[config.mk]
export PLATFORM = sky130hd
export DESIGN_NAME = chan_sample_qualifier
export DESIGN_NICKNAME = d
export VERILOG_FILES = /design/src/rtl/sq_pkg.sv /design/src/rtl/sq_en_hist.sv /design/src/rtl/sq_qualify.sv /design/src/rtl/sq_capture.sv /design/src/rtl/chan_sample_qualifier.sv
export SDC_FILE = /design/constraint.sdc
export NUM_CORES = 1
export LEC_CHECK = 0
export BUFFER_PORTS_ARGS = -buffer_cell sky130_fd_sc_hd__buf_2
export CAP_MARGIN = 0
export CORE_ASPECT_RATIO = 2
export CORE_MARGIN = 2
export CORE_UTILIZATION = 25
export DETAILED_ROUTE_END_ITERATION = 10
export PLACE_DENSITY = 0.53
export SLEW_MARGIN = 20
export SYNTH_ARGS = -nofsm -noshare
export SYNTH_HDL_FRONTEND = slang
export SYNTH_SLANG_ARGS = --single-unit
[constraint.sdc]
create_clock -name clk -period 1.6 [get_ports clk]
set_clock_uncertainty 0.1 [all_clocks]
set_input_delay 0.16 -clock clk [delete_from_list [all_inputs] [get_ports clk]]
set_output_delay 0.16 -clock clk [all_outputs]
set_load 0.01 [all_outputs]
[src/rtl/sq_pkg.sv]
package sq_pkg;
  typedef enum logic [1:0] {
    SQ_EVERY = 2'd0,
    SQ_GATE  = 2'd1,
    SQ_RISE  = 2'd2,
    SQ_FALL  = 2'd3
  } sq_mode_e;
endpackage

[src/rtl/sq_en_hist.sv]
// Holds the enable seen at the previous clock edge for one port.
module sq_en_hist (
  input  logic clk,
  input  logic rst_n,
  input  logic en_in,
  output logic en_prev
);
  always_ff @(posedge clk or negedge rst_n) begin
    if (!rst_n) en_prev <= 1'b0;
    else        en_prev <= en_in;
  end
endmodule

[src/rtl/sq_qualify.sv]
// Turns the current and previous enable into a beat decision and a mask.
module sq_qualify
  import sq_pkg::*;
(
  input  logic [1:0] mode,
  input  logic       en_now,
  input  logic       en_prev,
  output logic       take,
  output logic       zero
);
  sq_mode_e m;
  always_comb begin
    m    = sq_mode_e'(mode);
    zero = 1'b0;
    unique case (m)
      SQ_EVERY: begin take = 1'b1; zero = ~en_now; end
      SQ_GATE:  take = en_now;
      SQ_RISE:  take = en_now & ~en_prev;
      SQ_FALL:  take = ~en_now & en_prev;
      default:  take = 1'b0;
    endcase
  end
endmodule

[src/rtl/sq_capture.sv]
// Load-enabled holding register for the output bundle.
module sq_capture #(
  parameter int W = 8
) (
  input  logic         clk,
  input  logic         rst_n,
  input  logic         load,
  input  logic [W-1:0] d,
  output logic [W-1:0] q
);
  always_ff @(posedge clk or negedge rst_n) begin
    if (!rst_n)    q <= '0;
    else if (load) q <= d;
  end
endmodule

[src/rtl/chan_sample_qualifier.sv]
module chan_sample_qualifier #(
  parameter int MANT_W = 14,
  parameter int EXP_W  = 3
) (
  input  logic              clk,
  input  logic              rst_n,
  input  logic [MANT_W-1:0] a_mant,
  input  logic [EXP_W-1:0]  a_exp,
  input  logic              a_en,
  input  logic [MANT_W-1:0] b_mant,
  input  logic [EXP_W-1:0]  b_exp,
  input  logic              b_en,
  input  logic [1:0]        cfg_mode,
  input  logic              cfg_port_sel,
  input  logic              cfg_bypass,
  output logic              out_valid,
  output logic [MANT_W-1:0] out_mant,
  output logic [EXP_W-1:0]  out_exp,
  output logic [MANT_W-1:0] out_i_mant,
  output logic [EXP_W-1:0]  out_i_exp,
  output logic [MANT_W-1:0] out_q_mant,
  output logic [EXP_W-1:0]  out_q_exp
);
  localparam int NPORT = 2;
  localparam int SMP_W = MANT_W + EXP_W;
  localparam int BUN_W = 3 * SMP_W;

  logic [NPORT-1:0] en_vec;
  logic [NPORT-1:0] en_prev_vec;
  logic [SMP_W-1:0] smp_vec [NPORT];

  assign en_vec     = {b_en, a_en};
  assign smp_vec[0] = {a_mant, a_exp};
  assign smp_vec[1] = {b_mant, b_exp};

  // one enable history per port, kept regardless of selection
  for (genvar p = 0; p < NPORT; p++) begin : g_hist
    sq_en_hist u_hist (
      .clk    (clk),
      .rst_n  (rst_n),
      .en_in  (en_vec[p]),
      .en_prev(en_prev_vec[p])
    );
  end

  logic sel_en, sel_prev, take, zero;
  assign sel_en   = en_vec[cfg_port_sel];
  assign sel_prev = en_prev_vec[cfg_port_sel];

  sq_qualify u_qual (
    .mode   (cfg_mode),
    .en_now (sel_en),
    .en_prev(sel_prev),
    .take   (take),
    .zero   (zero)
  );

  logic [SMP_W-1:0] main_nxt, i_nxt, q_nxt;
  always_comb begin
    main_nxt = (cfg_bypass || zero) ? '0 : smp_vec[cfg_port_sel];
    i_nxt    = (!cfg_bypass || zero) ? '0 : smp_vec[0];
    q_nxt    = (!cfg_bypass || zero) ? '0 : smp_vec[1];
  end

  logic [BUN_W-1:0] bundle_q;
  sq_capture #(.W(BUN_W)) u_cap (
    .clk  (clk),
    .rst_n(rst_n),
    .load (take),
    .d    ({main_nxt, i_nxt, q_nxt}),
    .q    (bundle_q)
  );

  always_ff @(posedge clk or negedge rst_n) begin
    if (!rst_n) out_valid <= 1'b0;
    else        out_valid <= take;
  end

  assign {out_mant, out_exp, out_i_mant, out_i_exp, out_q_mant, out_q_exp} = bundle_q;
endmodule

==> results.txt, run 1 <==
Final WL = 6.23 mm
Vias = 1729
Worst slew pin tran = 0.297 ns
DRT Pass-1 Iters = 2
CP max stage delay = 0.38 ns
Share of the yosys chip area belonging to registers = 61.4%
Mean Syn Cell Area = 15.2 sq um
Max-slew violations = 0
Min Tclk post-route = 1.70 ns
Initial Utilization = 25.6%
Antenna violations before repair = 0
Net count, final = 308
Ys async rst share = 100%
Largest net degree at the start of global routing = 55
DR WL/cell = 17.0 um
Post-synthesis cell area = 2200 sq um
Hold Path Class = primary input to flip-flop
First-pass GRT wire length = 9.65 mm
DRC Markers = 0
DIE HEIGHT = 137 um
IO Pins = 94
Yosys cell types = 17
IO Port Bufs = 93
Ordered cell list for the critical path = mux2_4 -> o311a_2 -> buf_12 -> a22o_1
Ys flop type = dfrtp_1
Critical Path Sink Type = flip-flop
Clock buffer depth = 2
VDD IR max = 0.413 mV
Max Clock Freq = 587 MHz
Most common cell after layout, fill and taps aside = buf_2
Yosys Warn Count = 0
Core area = 8590 sq um
Buf/Inv on CP = 1
Synth-to-layout area growth = 50.1%
TritonCTS clock tree = yes
# rows = 48
Final Hold Vio Count = 0
Via/cell ratio = 4.71
Clock-pin slew of the registers on the worst-case setup and hold paths = 0.07 ns
GP Congestion = 0.750
Diode count = 0
Clk Latency, worst-skew pair = 0.29 ns
Proportion of layout cells with a drive suffix above 1 = 49.1%
Maxcap violations = 0
Worst hold slack = 0.00702 ns
CTS sink cnt = 54
Initial drt markers = 70
RSZ-0062 raised after global routing = yes
Net Count, Synth = 187
Pre-CTS setup slack = -0.110 ns
Crit path kind = flip-flop to flip-flop
Worst Path Max Fanout = 32
Total Routing Usage GR = 13.5%
CP Launch Type = flip-flop
CP required = 1.68 ns
Vias in the first global route = 1790
Commonest cells after routing, fill and taps aside = 93 x buf_2, 54 x dfrtp_1, 34 x a22o_1
Die width = 70.3 um
DIE AREA = 9620 sq um
Routed Antenna Nets = 0
Slew Limit Headroom = 79.6%
Clk root buf = clkbuf_16
Flops & latches, synth = 54
Slowest cell on the critical path = o311a_2
Pwr/cell area = 1030 nW/um^2
Total gr overflow = 0
Number of synthesized flops with an enable pin = 0
TritonCTS Buffers = 5
Synth Instances = 145
Failing checks = setup timing
Final period util = 106%
Post-Layout Cell Count = 367
Outcome = finished, violations left
Fillers = 813
Worst Slack Setup Final = -0.102 ns
Final HPWL DP = 4.50 mm
Leakage = 1.71 nW
H-tree Lvls = 2
Setup Viol. Count Final = 51
Placed Cells incl. Taps = 336
Crit path DAT = 1.79 ns
Kind of cell adding the most delay to the critical path = compound AO/OA/AOI/OAI gates
==> metal layers <==
| layer | GRT usage [%] | routed length (um) | up-vias |
|---|---|---|---|
| li1 | - | - | 801 |
| met1 | 14.3 | 2220 | 868 |
| met2 | 24.9 | 3620 | 49 |
| met3 | 2.14 | 195 | 11 |
| met4 | 7.37 | 191 | 0 |
| met5 | 0 | 0 | - |
==> cells in the mapped netlist (2+ instances only) <==
| master | n | area (sq um) |
|---|---|---|
| a22o_1 | 34 | 298 |
| a21o_1 | 2 | 15.0 |
| buf_2 | 7 | 35.0 |
| buf_4 | 3 | 22.5 |
| o2bb2ai_2 | 10 | 150 |
| mux2i_1 | 18 | 180 |
| buf_6 | 2 | 22.5 |
| dfrtp_1 | 54 | 1350 |
| o2bb2ai_1 | 7 | 61.3 |
==> final timing paths <==
kind | start | endpoint | slack [ns] | cells after the start
setup / recovery | g_hist[0].u_hist.en_prev$_DFF_PN0_ | u_cap.q[29]$_DFFE_PN0P_ | -0.10 | 4
hold / removal | b_mant[5] | u_cap.q[8]$_DFFE_PN0P_ | 0.007 | 2
setup reg to reg | g_hist[0].u_hist.en_prev$_DFF_PN0_ | u_cap.q[29]$_DFFE_PN0P_ | -0.10 | 4
hold reg to reg | u_cap.q[40]$_DFFE_PN0P_ | u_cap.q[40]$_DFFE_PN0P_ | 0.39 | 1
max in group asynchronous | rst_n | u_cap.q[32]$_DFFE_PN0P_ | 0.86 | 3
min in group asynchronous | rst_n | u_cap.q[25]$_DFFE_PN0P_ | 0.29 | 3
==> stage by stage <==
step           instance area, sq um  util, %  TNS (ns)  power [mW]
2_1_floorplan                  2230        -    -0.424        1.95
3_3_place_gp                   2840     33.1     -2.10        2.26
3_5_place_dp                   2840     33.1     -3.61        2.26
4_1_cts                        3230     37.7     -3.73        3.45
5_1_grt                        3300     38.5     -5.67        3.59
6_report                       3300     38.5     -3.63        3.42
==> sequential cells by signal, indices dropped and copies added, names as in the netlist <==
| name | cells |
|---|---|
| g_hist.u_hist.en_prev | 2 |
| u_cap.q | 51 |
| out_valid | 1 |
==> cells by family (layout without fill, tap and decap cells) <==
family          after synthesis  after routing  synth area share (%)
mux                          19             19                  8.87
simple gates                  2              2                 0.569
flops                        54             54                  61.4
buf+inv                      14            136                  3.98
compound gates               56             56                  25.2
==> report_power, final <==
group          switching, mW  internal [mW]  total [mW]
sequential            0.0850           1.50        1.59
clock                  0.486          0.622        1.11
combinational          0.362          0.360       0.722
==> area by class of cell <==
class / count / area, sq um / share of cell area, %
Multi-Input combinational cell: 77 / 850 / 25.7
Clock inverter: 1 / 5.00 / 0.151
Sequential cell: 54 / 1350 / 40.9
Inverter: 1 / 3.75 / 0.114
Timing Repair Buffer: 127 / 827 / 25.0
Clock buffer: 7 / 143 / 4.32
Tap cell: 100 / 125 / 3.79
==> what timing repair did <==
| action | CTS | global route |
|---|---|---|
| buffers inserted | 0 | 0 |
| resized for setup | 5 | 7 |
| hold endpoints to repair | 75 | 1 |
| hold buffers | 22 | 1 |
| pin swaps | 3 | 0 |
| setup endpoints to repair | 51 | 51 |
(Power assumes the default switching activity.)
==> run 2: changes to the inputs <==
--- a/config.mk
+++ b/config.mk
@@ -7,11 +7,13 @@
 export LEC_CHECK = 0
 export BUFFER_PORTS_ARGS = -buffer_cell sky130_fd_sc_hd__buf_2
 export CAP_MARGIN = 0
+export CELL_PAD_IN_SITES_DETAIL_PLACEMENT = 1
+export CELL_PAD_IN_SITES_GLOBAL_PLACEMENT = 1
 export CORE_ASPECT_RATIO = 2
 export CORE_MARGIN = 2
 export CORE_UTILIZATION = 25
 export DETAILED_ROUTE_END_ITERATION = 10
-export PLACE_DENSITY = 0.53
+export PLACE_DENSITY = 0.63
 export SLEW_MARGIN = 20
 export SYNTH_ARGS = -nofsm -noshare
 export SYNTH_HDL_FRONTEND = slang
==> run 2 against run 1 <==
  * The run ends with hold timing, setup timing left
  * Sequential share of layout area is 1.0 points lower
  * Hold slack worse by 0.015 ns
  * Sequential power hardly changed
  * Via count is 0.87% higher
  * Cell area is 2.5% higher
  * Count of clock-buffer cells in the layout is 1 lower
  * Final cell count is 0.54% higher
  * Core utilization is 0.98 points higher
  * Combinational power is 2% higher
  * Clock power is 30% higher
  * Flip-flop and latch count stayed put
==> results.txt, run 2 (same netlist as run 1, synthesis figures left out) <==
Net count, final = 310 (was 308)
Leakage = 1.75 nW (was 1.71 nW)
Setup bufs post-CTS = 0 (unchanged)
CP Launch Type = flip-flop (unchanged)
Die width = 70.3 um (unchanged)
VDD IR max = 0.580 mV (was 0.413 mV)
Worst Slack Setup Final = -0.0875 ns (was -0.102 ns)
Ordered cell list for the critical path = mux2_4 -> o311a_2 -> buf_12 -> a22o_1 (unchanged)
IO Port Bufs = 93 (unchanged)
Reg with most FFs = u_cap.q (unchanged)
Failing checks = hold timing, setup timing (was setup timing)
CTS sink cnt = 54 (unchanged)
Worst Path Max Fanout = 27 (was 32)
Routing usage on met1 = 15.4% (was 14.3%)
Largest net degree at the start of global routing = 55 (unchanged)
GR Util met3 = 1.91% (was 2.14%)
Post-Layout Cell Count = 369 (was 367)
Placed Cells incl. Taps = 336 (unchanged)
GP Congestion = 0.700 (was 0.750)
Outcome = finished, violations left (unchanged)
Synth-to-layout area growth = 54.0% (was 50.1%)
DRT Pass-1 Iters = 4 (was 2)
Slowest cell on the critical path = o311a_2 (unchanged)
Initial Utilization = 25.6% (unchanged)
Largest registers = u_cap.q x51, g_hist.u_hist.en_prev x2, out_valid x1 (unchanged)
Final HPWL DP = 4.63 mm (was 4.50 mm)
Most common cell after layout, fill and taps aside = buf_2 (unchanged)
Final Hold Vio Count = 2 (was 0)
Diode count = 0 (unchanged)
Worst hold slack = -0.00777 ns (was 0.00702 ns)
Slew Limit Headroom = 80.9% (was 79.6%)
Final WL = 6.55 mm (was 6.23 mm)
Max Clock Freq = 593 MHz (was 587 MHz)
Max reg flops = 51 (unchanged)
DR WL/cell = 17.8 um (was 17.0 um)
Final period util = 105% (was 106%)
Top Usage Layer GRT = met2 (unchanged)
DIE AREA = 9620 sq um (unchanged)
Max-slew violations = 0 (unchanged)
Crit path DAT = 1.77 ns (was 1.79 ns)
Core area = 8590 sq um (unchanged)
Pwr/cell area = 1110 nW/um^2 (was 1030 nW/um^2)
Setup Viol. Count Final = 51 (unchanged)
CP required = 1.68 ns (about the same)
Total gr overflow = 0 (unchanged)
Met2 Use GR = 27.0% (was 24.9%)
TritonCTS clock tree = yes (unchanged)
Clk Latency, worst-skew pair = 0.30 ns (was 0.29 ns)
Post-Route Setup TNS = -3.51 ns (was -3.63 ns)
Worst slew pin tran = 0.278 ns (was 0.297 ns)
RSZ-0062 raised after global routing = yes (unchanged)
Via/cell ratio = 4.73 (was 4.71)
H-tree Lvls = 2 (unchanged)
Proportion of layout cells with a drive suffix above 1 = 48.3% (was 49.1%)
IO Pins = 94 (unchanged)
Total Routing Usage GR = 14.3% (was 13.5%)
Routed Antenna Nets = 0 (unchanged)
Min Tclk post-route = 1.69 ns (was 1.70 ns)
DIE HEIGHT = 137 um (unchanged)
Maxcap violations = 0 (unchanged)
Hold Path Class = primary input to flip-flop (unchanged)
Initial drt markers = 75 (was 70)
Clock-pin slew of the registers on the worst-case setup and hold paths = 0.07 ns (about the same)
Final design utilization = 39.5% (was 38.5%)
Commonest cells after routing, fill and taps aside = 93 x buf_2, 54 x dfrtp_1, 34 x a22o_1 (unchanged)
Clk root buf = clkbuf_16 (unchanged)
Critical Path Sink Type = flip-flop (unchanged)
PnR Total Power = 3.77 mW (was 3.42 mW)
DRC Markers = 0 (unchanged)
Vias in the first global route = 1879 (was 1790)
Crit path kind = flip-flop to flip-flop (unchanged)
Clock buffer depth = 2 (unchanged)
Vias = 1744 (was 1729)
TritonCTS Buffers = 5 (unchanged)
Antenna violations before repair = 0 (unchanged)
# rows = 48 (unchanged)
CP max stage delay = 0.39 ns (was 0.38 ns)
First-pass GRT wire length = 10.4 mm (was 9.65 mm)
run 2: cell types whose count changed in the layout (fill, tap and decap cells not counted), sizes merged:
| cell | before | now |
|---|---|---|
| clkbuf | 7 | 6 |
| clkinv | 1 | 0 |
| bufinv | 0 | 2 |
| dlygate4sd3 | 23 | 25 |
run 2: worst paths after layout:
path	startpoint	endpoint	slack, ns	cells after the start
max	g_hist[0].u_hist.en_prev$_DFF_PN0_	u_cap.q[7]$_DFFE_PN0P_	-0.09	4
min	a_mant[10]	u_cap.q[30]$_DFFE_PN0P_	-0.008	2
max reg2reg	g_hist[0].u_hist.en_prev$_DFF_PN0_	u_cap.q[7]$_DFFE_PN0P_	-0.09	4
min in group asynchronous	rst_n	u_cap.q[23]$_DFFE_PN0P_	0.28	3
max in group asynchronous	rst_n	u_cap.q[26]$_DFFE_PN0P_	0.84	3
min reg2reg	u_cap.q[39]$_DFFE_PN0P_	u_cap.q[39]$_DFFE_PN0P_	0.39	1
run 2: layout make-up:
class | count | area [sq um]
fillers | 932 | 5200
flip-flops and latches | 54 | 1350
repair buffers | 129 | 872
multi-input cells | 77 | 837
clock buffers | 6 | 139
well taps | 100 | 125
clock inverters | 2 | 60.1
inverters | 1 | 3.75
run 2: metrics by stage:
stage | worst slack (ns) | hold WS [ns] | instance area (sq um)
floorplan | -0.0177 | -0.236 | 2230
global placement | -0.0612 | 0.0816 | 2870
detailed placement | -0.0927 | 0.0862 | 2870
CTS | -0.105 | 0.00146 | 3330
global route | -0.159 | 0.00242 | 3390
finish | -0.0875 | -0.00777 | 3390
run 2: where the power goes:
group | internal, mW | switching (mW) | total [mW]
sequential | 1.50 | 0.0855 | 1.59
clock | 0.940 | 0.504 | 1.44
combinational | 0.370 | 0.365 | 0.734
run 2: metal layers:
metal  up-vias  wire length (um)
met1       884              2330
met5         -                 0
met2        47              3880
li1        807                 -
met4         0               131
met3         6               214
run 2: worst max-delay path, delay by kind of cell (launching register included):
| family | cells | cell delay, ns |
|---|---|---|
| DFF | 1 | 0.37 |
| buffers and inverters | 1 | 0.18 |
| muxes | 1 | 0.28 |
| AOI/OAI and AO/OA | 2 | 0.63 |
run 2: timing repair:
| action | 4_1_cts | 5_1_grt |
|---|---|---|
| hold buffers | 25 | 0 |
| pin swaps | 2 | 1 |
| resized for setup | 3 | 7 |
| hold endpoints to repair | 78 | 0 |
| endpoints found under the setup margin | 51 | 51 |
